--- src/rtl/uart_regmap_pkg.sv ---
package uart_regmap_pkg;
    localparam int REG_ADDR_W = 5;

    localparam logic [REG_ADDR_W-1:0] OFS_RXD  = 5'h00;
    localparam logic [REG_ADDR_W-1:0] OFS_TXD  = 5'h04;
    localparam logic [REG_ADDR_W-1:0] OFS_CTL  = 5'h08;
    localparam logic [REG_ADDR_W-1:0] OFS_STAT = 5'h0C;
    localparam logic [REG_ADDR_W-1:0] OFS_BAUD = 5'h10;
    localparam logic [REG_ADDR_W-1:0] OFS_OSR  = 5'h14;

    localparam int ST_RX_AVAIL = 4;
    localparam int ST_TX_EMPTY = 6;
    localparam int ST_TX_FULL  = 11;
    localparam int CTL_RX_CLR  = 14;
    localparam int CTL_TX_CLR  = 15;
    localparam int CTL_KEEP_W  = 14;

    localparam int OSR_DEFAULT = 16;
    localparam int OSR_MIN     = 4;

    typedef enum logic {TX_IDLE, TX_RUN} tx_state_e;
    typedef enum logic [1:0] {RX_IDLE, RX_START, RX_DATA, RX_STOP} rx_state_e;
endpackage

--- src/rtl/uart_fifo.sv ---
module uart_fifo #(
    parameter int WIDTH = 8,
    parameter int DEPTH = 16
) (
    input  logic             clk,
    input  logic             rst_n,
    input  logic             clr,
    input  logic             push,
    input  logic [WIDTH-1:0] push_data,
    input  logic             pop,
    output logic [WIDTH-1:0] head,
    output logic             empty,
    output logic             full
);
    localparam int PTR_W = (DEPTH > 1) ? $clog2(DEPTH) : 1;
    localparam int CNT_W = $clog2(DEPTH + 1);

    typedef struct packed {
        logic [PTR_W-1:0] wp;
        logic [PTR_W-1:0] rp;
        logic [CNT_W-1:0] cnt;
    } fifo_st_t;

    fifo_st_t st_d, st_q;
    logic [WIDTH-1:0] mem_q [DEPTH];
    logic do_push, do_pop;

    function automatic logic [PTR_W-1:0] ptr_next(input logic [PTR_W-1:0] p);
        return (p == PTR_W'(DEPTH - 1)) ? '0 : p + 1'b1;
    endfunction

    assign empty   = (st_q.cnt == '0);
    assign full    = (st_q.cnt == CNT_W'(DEPTH));
    assign do_push = push && !full;
    assign do_pop  = pop && !empty;
    assign head    = mem_q[st_q.rp];

    always_comb begin
        st_d = st_q;
        if (clr) begin
            st_d = '0;
        end else begin
            if (do_push) st_d.wp = ptr_next(st_q.wp);
            if (do_pop)  st_d.rp = ptr_next(st_q.rp);
            case ({do_push, do_pop})
                2'b10:   st_d.cnt = st_q.cnt + 1'b1;
                2'b01:   st_d.cnt = st_q.cnt - 1'b1;
                default: st_d.cnt = st_q.cnt;
            endcase
        end
    end

    always_ff @(posedge clk or negedge rst_n) begin
        if (!rst_n) st_q <= '0;
        else        st_q <= st_d;
    end

    always_ff @(posedge clk) begin
        if (do_push && !clr) mem_q[st_q.wp] <= push_data;
    end

    // a push into a full queue leaves it full (entry not accepted)
    p_no_overflow_r7: assert property (@(posedge clk) disable iff (!rst_n)
        (full && push && !pop && !clr) |=> full);

    // a pop from an empty queue leaves it empty
    p_no_underflow_r4: assert property (@(posedge clk) disable iff (!rst_n)
        (empty && pop && !push && !clr) |=> empty);
endmodule

--- src/rtl/uart_tick_gen.sv ---
module uart_tick_gen #(
    parameter int DIV_W = 10
) (
    input  logic             clk,
    input  logic             rst_n,
    input  logic             base_tick,
    input  logic [DIV_W-1:0] div,
    output logic             sample_tick
);
    typedef struct packed {
        logic [DIV_W-1:0] cnt;
    } tick_st_t;

    tick_st_t st_d, st_q;
    logic [DIV_W-1:0] div_eff;

    assign div_eff     = (div == '0) ? DIV_W'(1) : div;
    assign sample_tick = base_tick && (st_q.cnt >= div_eff - 1'b1);

    always_comb begin
        st_d = st_q;
        if (base_tick) begin
            st_d.cnt = sample_tick ? '0 : st_q.cnt + 1'b1;
        end
    end

    always_ff @(posedge clk or negedge rst_n) begin
        if (!rst_n) st_q <= '0;
        else        st_q <= st_d;
    end

    // with a divisor above 1, sample ticks never come on adjacent cycles
    p_tick_spacing_r3: assert property (@(posedge clk) disable iff (!rst_n)
        (sample_tick && div_eff > 1) |=> (!sample_tick || div_eff <= 1));
endmodule

--- src/rtl/uart_tx.sv ---
module uart_tx
    import uart_regmap_pkg::*;
#(
    parameter int DATA_W = 8,
    parameter int OSR_W  = 6
) (
    input  logic              clk,
    input  logic              rst_n,
    input  logic              tick,
    input  logic [OSR_W-1:0]  osr,
    input  logic              fifo_empty,
    input  logic [DATA_W-1:0] fifo_data,
    output logic              fifo_pop,
    output logic              txd,
    output logic              busy
);
    localparam int FRAME_W = DATA_W + 2;
    localparam int BIT_W   = $clog2(FRAME_W);

    typedef struct packed {
        tx_state_e          state;
        logic [FRAME_W-1:0] shreg;
        logic [BIT_W-1:0]   bitn;
        logic [OSR_W-1:0]   tcnt;
    } tx_st_t;

    tx_st_t st_d, st_q;

    always_comb begin
        st_d     = st_q;
        fifo_pop = 1'b0;
        case (st_q.state)
            TX_IDLE: begin
                if (tick && !fifo_empty) begin
                    fifo_pop   = 1'b1;
                    st_d.shreg = {1'b1, fifo_data, 1'b0};
                    st_d.bitn  = '0;
                    st_d.tcnt  = '0;
                    st_d.state = TX_RUN;
                end
            end
            default: begin
                if (tick) begin
                    if (st_q.tcnt == osr - 1'b1) begin
                        st_d.tcnt  = '0;
                        st_d.shreg = {1'b1, st_q.shreg[FRAME_W-1:1]};
                        if (st_q.bitn == BIT_W'(FRAME_W - 1)) st_d.state = TX_IDLE;
                        else                                  st_d.bitn  = st_q.bitn + 1'b1;
                    end else begin
                        st_d.tcnt = st_q.tcnt + 1'b1;
                    end
                end
            end
        endcase
    end

    always_ff @(posedge clk or negedge rst_n) begin
        if (!rst_n) begin
            st_q       <= '0;
            st_q.state <= TX_IDLE;
        end else begin
            st_q <= st_d;
        end
    end

    assign txd  = (st_q.state == TX_RUN) ? st_q.shreg[0] : 1'b1;
    assign busy = (st_q.state == TX_RUN);

    // taking a byte from the queue puts a low start bit on the line next cycle
    p_start_low_r2: assert property (@(posedge clk) disable iff (!rst_n)
        (st_q.state == TX_IDLE && tick && !fifo_empty) |=> (txd == 1'b0));

    // the last bit slot of a frame is the high stop bit
    p_stop_high_r2: assert property (@(posedge clk) disable iff (!rst_n)
        (st_q.state == TX_RUN && st_q.bitn == BIT_W'(FRAME_W - 1)) |-> txd);
endmodule

--- src/rtl/uart_rx.sv ---
module uart_rx
    import uart_regmap_pkg::*;
#(
    parameter int DATA_W = 8,
    parameter int OSR_W  = 6
) (
    input  logic              clk,
    input  logic              rst_n,
    input  logic              tick,
    input  logic [OSR_W-1:0]  osr,
    input  logic              rxd,
    output logic              push,
    output logic [DATA_W-1:0] data
);
    localparam int BIT_W = (DATA_W > 1) ? $clog2(DATA_W) : 1;

    typedef struct packed {
        logic [1:0]        sync;
        rx_state_e         state;
        logic [OSR_W-1:0]  tcnt;
        logic [BIT_W-1:0]  bitn;
        logic [DATA_W-1:0] shreg;
    } rx_st_t;

    rx_st_t st_d, st_q;
    logic line;
    logic [OSR_W-1:0] half;
    logic bit_end;

    assign line    = st_q.sync[1];
    assign half    = osr >> 1;
    assign bit_end = tick && (st_q.tcnt == osr - 1'b1);

    always_comb begin
        st_d      = st_q;
        st_d.sync = {st_q.sync[0], rxd};
        push      = 1'b0;
        case (st_q.state)
            RX_IDLE: begin
                if (!line) begin
                    st_d.state = RX_START;
                    st_d.tcnt  = '0;
                end
            end
            RX_START: begin
                if (tick) begin
                    if (st_q.tcnt == half - 1'b1) begin
                        st_d.tcnt  = '0;
                        st_d.bitn  = '0;
                        st_d.state = line ? RX_IDLE : RX_DATA;
                    end else begin
                        st_d.tcnt = st_q.tcnt + 1'b1;
                    end
                end
            end
            RX_DATA: begin
                if (bit_end) begin
                    st_d.tcnt  = '0;
                    st_d.shreg = {line, st_q.shreg[DATA_W-1:1]};
                    if (st_q.bitn == BIT_W'(DATA_W - 1)) st_d.state = RX_STOP;
                    else                                 st_d.bitn  = st_q.bitn + 1'b1;
                end else if (tick) begin
                    st_d.tcnt = st_q.tcnt + 1'b1;
                end
            end
            default: begin
                if (bit_end) begin
                    push       = line;
                    st_d.tcnt  = '0;
                    st_d.state = RX_IDLE;
                end else if (tick) begin
                    st_d.tcnt = st_q.tcnt + 1'b1;
                end
            end
        endcase
    end

    always_ff @(posedge clk or negedge rst_n) begin
        if (!rst_n) begin
            st_q       <= '0;
            st_q.sync  <= 2'b11;
            st_q.state <= RX_IDLE;
        end else begin
            st_q <= st_d;
        end
    end

    assign data = st_q.shreg;

    // a line found high at the start-bit midpoint sends the receiver back to idle
    p_mid_discard_r10: assert property (@(posedge clk) disable iff (!rst_n)
        (st_q.state == RX_START && tick && st_q.tcnt == half - 1'b1 && line)
            |=> (st_q.state == RX_IDLE));

    // nothing is delivered outside the stop-bit slot
    p_push_in_stop_r11: assert property (@(posedge clk) disable iff (!rst_n)
        push |=> (st_q.state == RX_IDLE));
endmodule

--- src/rtl/uart_regmap.sv ---
module uart_regmap
    import uart_regmap_pkg::*;
#(
    parameter int DATA_W     = 8,
    parameter int FIFO_DEPTH = 16,
    parameter int DIV_W      = 10,
    parameter int OSR_W      = 6
) (
    input  logic                  clk,
    input  logic                  rst_n,
    input  logic                  wr_en,
    input  logic                  rd_en,
    input  logic [REG_ADDR_W-1:0] addr,
    input  logic [31:0]           wdata,
    output logic [31:0]           rdata,
    input  logic                  base_tick,
    input  logic                  rxd,
    output logic                  txd
);
    typedef struct packed {
        logic [DIV_W-1:0]      baud;
        logic [OSR_W-1:0]      osr;
        logic [CTL_KEEP_W-1:0] ctrl;
        logic [31:0]           rdata;
    } regs_t;

    regs_t rg_d, rg_q;

    logic              sample_tick;
    logic [OSR_W-1:0]  osr_eff;
    logic              tx_push, tx_pop, tx_clr, tx_empty, tx_full, tx_busy;
    logic [DATA_W-1:0] tx_head;
    logic              rx_push, rx_pop, rx_clr, rx_empty, rx_full;
    logic [DATA_W-1:0] rx_head, rx_data;
    logic              ctl_wr;
    logic [31:0]       status;
    logic              unused_bits;

    assign unused_bits = ^{wdata[31:16], rx_full};

    assign osr_eff = (rg_q.osr < OSR_W'(OSR_MIN)) ? OSR_W'(OSR_DEFAULT) : rg_q.osr;
    assign ctl_wr  = wr_en && (addr == OFS_CTL);
    assign tx_clr  = ctl_wr && wdata[CTL_TX_CLR];
    assign rx_clr  = ctl_wr && wdata[CTL_RX_CLR];
    assign tx_push = wr_en && (addr == OFS_TXD);
    assign rx_pop  = rd_en && (addr == OFS_RXD) && !rx_empty;

    always_comb begin
        status              = '0;
        status[ST_RX_AVAIL] = !rx_empty;
        status[ST_TX_EMPTY] = tx_empty && !tx_busy;
        status[ST_TX_FULL]  = tx_full;
    end

    always_comb begin
        rg_d = rg_q;
        if (wr_en) begin
            case (addr)
                OFS_CTL:  rg_d.ctrl = wdata[CTL_KEEP_W-1:0];
                OFS_BAUD: rg_d.baud = wdata[DIV_W-1:0];
                OFS_OSR:  rg_d.osr  = wdata[OSR_W-1:0];
                default:  ;
            endcase
        end
        if (rd_en) begin
            case (addr)
                OFS_RXD:  rg_d.rdata = rx_empty ? '0 : 32'(rx_head);
                OFS_CTL:  rg_d.rdata = 32'(rg_q.ctrl);
                OFS_STAT: rg_d.rdata = status;
                OFS_BAUD: rg_d.rdata = 32'(rg_q.baud);
                OFS_OSR:  rg_d.rdata = 32'(rg_q.osr);
                default:  rg_d.rdata = '0;
            endcase
        end
    end

    always_ff @(posedge clk or negedge rst_n) begin
        if (!rst_n) rg_q <= '0;
        else        rg_q <= rg_d;
    end

    assign rdata = rg_q.rdata;

    uart_tick_gen #(.DIV_W(DIV_W)) u_tick (
        .clk        (clk),
        .rst_n      (rst_n),
        .base_tick  (base_tick),
        .div        (rg_q.baud),
        .sample_tick(sample_tick)
    );

    uart_fifo #(.WIDTH(DATA_W), .DEPTH(FIFO_DEPTH)) u_tx_fifo (
        .clk      (clk),
        .rst_n    (rst_n),
        .clr      (tx_clr),
        .push     (tx_push),
        .push_data(wdata[DATA_W-1:0]),
        .pop      (tx_pop),
        .head     (tx_head),
        .empty    (tx_empty),
        .full     (tx_full)
    );

    uart_tx #(.DATA_W(DATA_W), .OSR_W(OSR_W)) u_tx (
        .clk       (clk),
        .rst_n     (rst_n),
        .tick      (sample_tick),
        .osr       (osr_eff),
        .fifo_empty(tx_empty),
        .fifo_data (tx_head),
        .fifo_pop  (tx_pop),
        .txd       (txd),
        .busy      (tx_busy)
    );

    uart_rx #(.DATA_W(DATA_W), .OSR_W(OSR_W)) u_rx (
        .clk  (clk),
        .rst_n(rst_n),
        .tick (sample_tick),
        .osr  (osr_eff),
        .rxd  (rxd),
        .push (rx_push),
        .data (rx_data)
    );

    uart_fifo #(.WIDTH(DATA_W), .DEPTH(FIFO_DEPTH)) u_rx_fifo (
        .clk      (clk),
        .rst_n    (rst_n),
        .clr      (rx_clr),
        .push     (rx_push),
        .push_data(rx_data),
        .pop      (rx_pop),
        .head     (rx_head),
        .empty    (rx_empty),
        .full     (rx_full)
    );

    // reading receive data from an empty queue returns 0
    p_empty_read_zero_r4: assert property (@(posedge clk) disable iff (!rst_n)
        (rd_en && addr == OFS_RXD && rx_empty) |=> (rdata == '0));

    // the receive flush bit leaves the receive queue empty
    p_rx_flush_r8: assert property (@(posedge clk) disable iff (!rst_n)
        (ctl_wr && wdata[CTL_RX_CLR]) |=> rx_empty);

    // the transmit flush bit leaves the transmit queue empty
    p_tx_flush_r8: assert property (@(posedge clk) disable iff (!rst_n)
        (ctl_wr && wdata[CTL_TX_CLR]) |=> tx_empty);
endmodule

--- config.mk ---
export PLATFORM = sky130hd
export DESIGN_NAME = uart_regmap
export DESIGN_NICKNAME = d
export VERILOG_FILES = /design/src/rtl/uart_regmap_pkg.sv /design/src/rtl/uart_fifo.sv /design/src/rtl/uart_tick_gen.sv /design/src/rtl/uart_tx.sv /design/src/rtl/uart_rx.sv /design/src/rtl/uart_regmap.sv
export SDC_FILE = /design/constraint.sdc
export NUM_CORES = 1
export LEC_CHECK = 0
export ABC_AREA = 1
export BUFFER_PORTS_ARGS = -buffer_cell sky130_fd_sc_hd__clkbuf_2
export CORE_AREA = 2 2 205 207
export DETAILED_ROUTE_END_ITERATION = 10
export DIE_AREA = 0 0 207 209
export SETUP_SLACK_MARGIN = 0.2
export SLEW_MARGIN = 20
export SYNTH_ARGS = -nofsm -noshare
export SYNTH_HDL_FRONTEND = slang
export SYNTH_HIERARCHICAL = 1
export SYNTH_SLANG_ARGS = --single-unit
--- constraint.sdc ---
create_clock -name clk -period 9.3 [get_ports clk]
set_input_delay 1.395 -clock clk [delete_from_list [all_inputs] [get_ports clk]]
set_output_delay 1.395 -clock clk [all_outputs]
set_load 0.01 [all_outputs]
==> Word-level counts from Yosys, hierarchy flattened <==
Memories as Yosys holds them, arrays and structs flattened.
Cells that the tools add are included.
Widths: inputs -> output; s select.
{ "word_totals": {"ff_bits": 140, "mem_bits_rw": 256, "in_bits": 43, "output_inout_bits": 33, "word_cells": 167, "memories": 2} }
{ "op_classes": {"add_sub_neg": 16, "n_lt_le_gt_ge": 2, "n_eq_ne": 31, "mux": 48, "reduce_logical": 48} }
{ "memory_table": {"columns": ["name", "words", "width", "rd", "rd_clocked_by_memory_dff", "write_ports", "line", "rtl"], "rows": [
  ["u_rx_fifo.mem_q", 16, 8, 1, 0, 1, "uart_fifo.sv:25", "logic [WIDTH-1:0] mem_q [DEPTH];"],
  ["u_tx_fifo.mem_q", 16, 8, 1, 0, 1, "uart_fifo.sv:25", null]
]} }
{ "ops": {"columns": ["cell", "count"], "rows": [
  ["$pmux 14 s5", 1],
  ["$mux 21", 3],
  ["$mux 4", 9],
  ["$mux 6", 5],
  ["$mux 13", 2],
  ["$pmux 8 s3", 1],
  ["$mux 11", 2],
  ["$add 4x1->4 const B", 5],
  ["$eq 4x4->1 const B", 5],
  ["$eq 5x5->1 const B", 4],
  ["$mux 10", 2],
  ["$pmux 5 s2", 2],
  ["$eq 6x6->1", 3],
  ["$logic_and 1x1->1", 16],
  ["$mux 8", 2],
  ["$logic_not 5->1", 3],
  ["$mux 15", 1],
  ["$add 6x1->6 const B", 2],
  ["$reduce_and 2->1", 6],
  ["$reduce_bool 2->1", 6],
  ["$add 10x1->10 const B", 1],
  ["$add 5x1->5 const B", 2],
  ["$eq 5x4->1 const B", 2],
  ["$ge 10x10->1", 1],
  ["other kinds (25)", 59]
]} }

==> Logic depth before layout (Yosys ltp) <==
{ "depth": {"depth_word": 12, "ltp_mapped": 37, "ltp_nobuf": 37} }

==> Hierarchy <==
The synthesis kept the hierarchy.
{ "modules_own_cells": {"columns": ["mod", "instances", "cells_each", "area_each_um2", "seq_area_each_um2"], "rows": [
  ["uart_fifo (u_rx_fifo)", 1, 491, 5906.9, 4169.0],
  ["uart_fifo (u_tx_fifo)", 1, 487, 5906.9, 4169.0],
  ["uart_regmap", 1, 298, 2479.9, 1101.1],
  ["uart_rx", 1, 259, 1709.1, 528.0],
  ["uart_tx", 1, 176, 1276.2, 525.5],
  ["uart_tick_gen", 1, 134, 988.4, 250.2]
]} }

==> Worst setup path before layout <==
No wires, ideal clock.
{ "synth_timing": {"path_kind": "register -> register", "startpoint": "register rg_q[58] (netlist bit)", "endpoint": "memory u_rx_fifo.mem_q[11][0], enable pin", "arrival_ns": 4.124, "required_time_ns": 8.917, "path_slack_ns": 4.793, "stages_incl_launch_ff": 27, "period_less_slack_ns": 4.507, "path_cell_list": "dfrtp_1 > nor2_4 > nand3_2 > nor2_2 > nor2_4 > ha_1 > nand2_1 > nor3_1 > xor2_1 > inv_1 > ha_1 > nand2_1 > nor2_1 > nand3_1 > nand3_1 > nand2_1 > inv_2 > nand2_1 > nor2_1 > nand2_1 > a21oi_4 > nand3_4 > nor4_1 > nand2_4 > inv_4 > nand2_1 > nor3_1"} }
{ "synth_via": {"elab_chain_cells": 12} }
{ "synth_rtl": {"columns": ["item", "line", "rtl"], "rows": [
  ["start, declared", "uart_regmap.sv:27", "regs_t rg_d, rg_q;"],
  ["start signal, assigned", "uart_regmap.sv:79", "else rg_q <= rg_d;"],
  ["$logic_not 10->1", "uart_tick_gen.sv:17", "assign div_eff = (div == '0) ? DIV_W'(1) : div;"],
  ["$mux 10 (*)", "uart_tick_gen.sv:17", null],
  ["$sub 10x1->10 (*)", "uart_tick_gen.sv:18", "assign sample_tick = base_tick && (st_q.cnt >= div_eff - 1'b1);"],
  ["$ge 10x10->1 (*)", "uart_tick_gen.sv:18", null],
  ["$logic_and 1x1->1 (*)", "uart_tick_gen.sv:18", null],
  ["net sample_tick", "uart_regmap.sv:29", "logic sample_tick;"],
  ["$logic_and 1x1->1 (*)", "uart_rx.sv:32", "assign bit_end = tick && (st_q.tcnt == osr - 1'b1);"],
  ["$mux 1 (*)", "uart_rx.sv:67", "if (bit_end) begin"],
  ["$mux 1 (*)", "uart_rx.sv:38", "case (st_q.state)"],
  ["net rx_push", "uart_regmap.sv:33", "logic rx_push, rx_pop, rx_clr, rx_empty, rx_full;"],
  ["$logic_and 1x1->1 (*)", "uart_fifo.sv:34", "assign do_push = push && !full;"],
  ["$logic_and 1x1->1 (*)", "uart_fifo.sv:59", "if (do_push && !clr) mem_q[st_q.wp] <= push_data;"],
  ["$mux 1 (*)", "uart_fifo.sv:59", null],
  ["$mux 1 (not written as such) (*)", "uart_fifo.sv:59", null],
  ["end, declared", "uart_fifo.sv:25", null]
]} }
Mark *: on every way through the listed nets, which the timed path passes. The rest lies on a longest branch.

==> Worst setup path after layout <==
{ "layout_timing": {"startpoint": "register rg_q[56] (netlist bit)", "endpoint": "memory u_rx_fifo.mem_q[1][5], enable pin"} }
The elaborated chain is that of the path after synthesis.

==> flow_summary.ini <==
[hold_path]
hold_class = reg2reg

[worst_setup_path]
critPathKind = reg2reg
cp.required_ns = 9.48
startpoint_type = flip-flop
cp-end-kind = flip-flop
cp.arrival_ns = 5.74
path_max_fanout = 19

[die]
start_util_pct = 44.2
core_um2 = 41300
ios = 76
die_h_um = 209
die_x_um = 207
die-area_um2 = 43300
std_cell_rows = 75

[synthesis]
synth_area_um2 = 18300
ys_warn_count = 6
syn_area_per_cell_um2 = 9.90
syn_inst = 1844

[route]
antenna_left = 0
drt_wl_total_mm = 42.6
post-route-drc-count = 0
viasPerCell = 5.31
firstDrtPassIters = 5
wire_per_inst_um = 17.6
drt_iter0_drc = 922
vias = 12859

[cells_and_area]
multi_input_area_um2 = 6350
fin_cells = 2422
fin_nets = 1928
mostFrequentLayoutCells = 397 x nand2_1, 256 x edfxtp_1, 207 x nor2_1
fill_cells = 3811
finalInstanceArea_um2 = 20200
synthToLayoutAreaGrowth_pct = 10.6
layout-drive-gt1-share_pct = 12.5
final_common_cell = nand2_1
seqCellArea_um2 = 10700

[power_and_ir_drop]
power_density_nw_per_um2 = 264
peakVddDrop_mv = 0.161
power_leakage_uw = 0.00819

[clock_tree]
path_clk_slew_ns = 0.06
insertion_delay_ns = 0.56
cts_htree_levels = 2
cts_setup_buffers = 0
cts_sinks = 378
cts_hold_buf = 0
cts_tree = built
clk_path_buf_depth = 3
cts_inserted_buffers = 43
cts_resized = 0
cts_root_buf = clkbuf_16

[sta]
fin_crit_ns = 5.56
tightest_slew_ns = 1.03
fmax_mhz = 180
max_slew_margin_pct = 31.3
skew_ns = 0.0156
finalHoldViolCount = 0
rsz0062_at_grt = false
finalSetupTns_ns = 0
finalSetupViolations = 0
slew_viol_final = 0
period_share_pct = 59.8

[status]
status = finished, final reports clean

[place]
dp_hpwl_mm = 27.7
io_buffers = 41
gp_congestion = 0.839
placed_cells = 2343
placed_area_um2 = 18600

[global_routing]
track_usage_pct = 19.7
grt_pass1_vias = 12385
grt-ovfl-total = 0
grt_pass1_wl_mm = 67.9
antenna_found_initial = 1
grt_max_degree = 69

[run]
drv_cap = 0
[through the flow]
step	setup WS (ns)	util, %	hold WS, ns	total power (µW)
floorplan	4.79	-	0.345	3170
global placement	3.83	45.2	0.349	3480
detailed placement	3.72	45.2	0.354	3530
CTS	3.71	48.9	0.358	5370
global route	3.22	48.9	0.360	5660
finish	3.74	48.9	0.354	5330
[routing by layer]
layer	share of wire (%)	GRT usage (%)	up-vias	wire (µm)
met1	46	28.2	6126	19400
met5	0	0	-	0
met3	6.4	2.89	76	2710
met2	45	30.8	368	19200
li1	-	-	6289	-
met4	2.9	7.09	0	1250
[final cells by class]
cell class	instances	share of cell area [%]
clock buffers	56	6.02
clock inverters	22	1.67
well taps	539	3.34
repair buffers	55	1.57
inverters	146	2.80
flip-flops and latches	378	53.2
diodes	1	0.0124
multi-input cells	1225	31.4
[final timing paths]
kind                          startpoint               endpoint  slack, ns  cells past startpoint
hold reg to reg            u_rx/st_d[20]              u_rx/line       0.35                      0
min in group asynchronous          rst_n          u_rx/st_q[12]       0.83                      1
max in group asynchronous          rst_n      u_rx_fifo/st_q[5]       7.08                      2
setup / recovery                rg_q[56]  u_rx_fifo/mem_q[1][5]       3.74                     27
setup reg to reg                rg_q[56]  u_rx_fifo/mem_q[1][5]       3.74                     27
hold / removal             u_rx/st_d[20]              u_rx/line       0.35                      0
[flip-flops by register name, indices dropped and copies added (netlist names)]
signal           count
u_rx_fifo/mem_q    128
u_rx/st_d            1
u_rx_fifo/st_q      13
u_tick/st_q         10
rg_q                30
u_tx_fifo/st_q      13
u_tx/busy            1
u_tx/st_q           20
rdata               14
u_rx/st_q           11
u_rx/data            8
u_tx_fifo/mem_q    128
u_rx/line            1
[where the power goes]
| part | total [µW] | switching (µW) | internal [µW] |
|---|---|---|---|
| logic | 1370 | 925 | 446 |
| clock network | 1830 | 683 | 1150 |
| registers | 2130 | 202 | 1920 |
| total | 5330 | 1810 | 3520 |
[worst max-delay path, stage by stage, from the launching register on]
cell	delay [ns]
dfrtp_1	0.45
inv_1	0.11
nand3_2	0.10
nor2_2	0.05
nor2_4	0.16
ha_1	0.21
nand2_1	0.11
nor3_1	0.22
xor2_1	0.17
inv_1	0.05
ha_1	0.27
nand2_1	0.05
nor2_1	0.17
nand3_1	0.16
nand3_1	0.10
nand2_1	0.06
inv_2	0.28
nand2_1	0.10
nor2_1	0.09
nand2_1	0.10
a21oi_4	0.18
nand3_4	0.16
nor4_1	0.29
buf_4	0.23
nand2_4	0.10
nor2_1	0.28
nand2_1	0.26
nor2_1	0.65
Power figures use the tool's default switching activity.
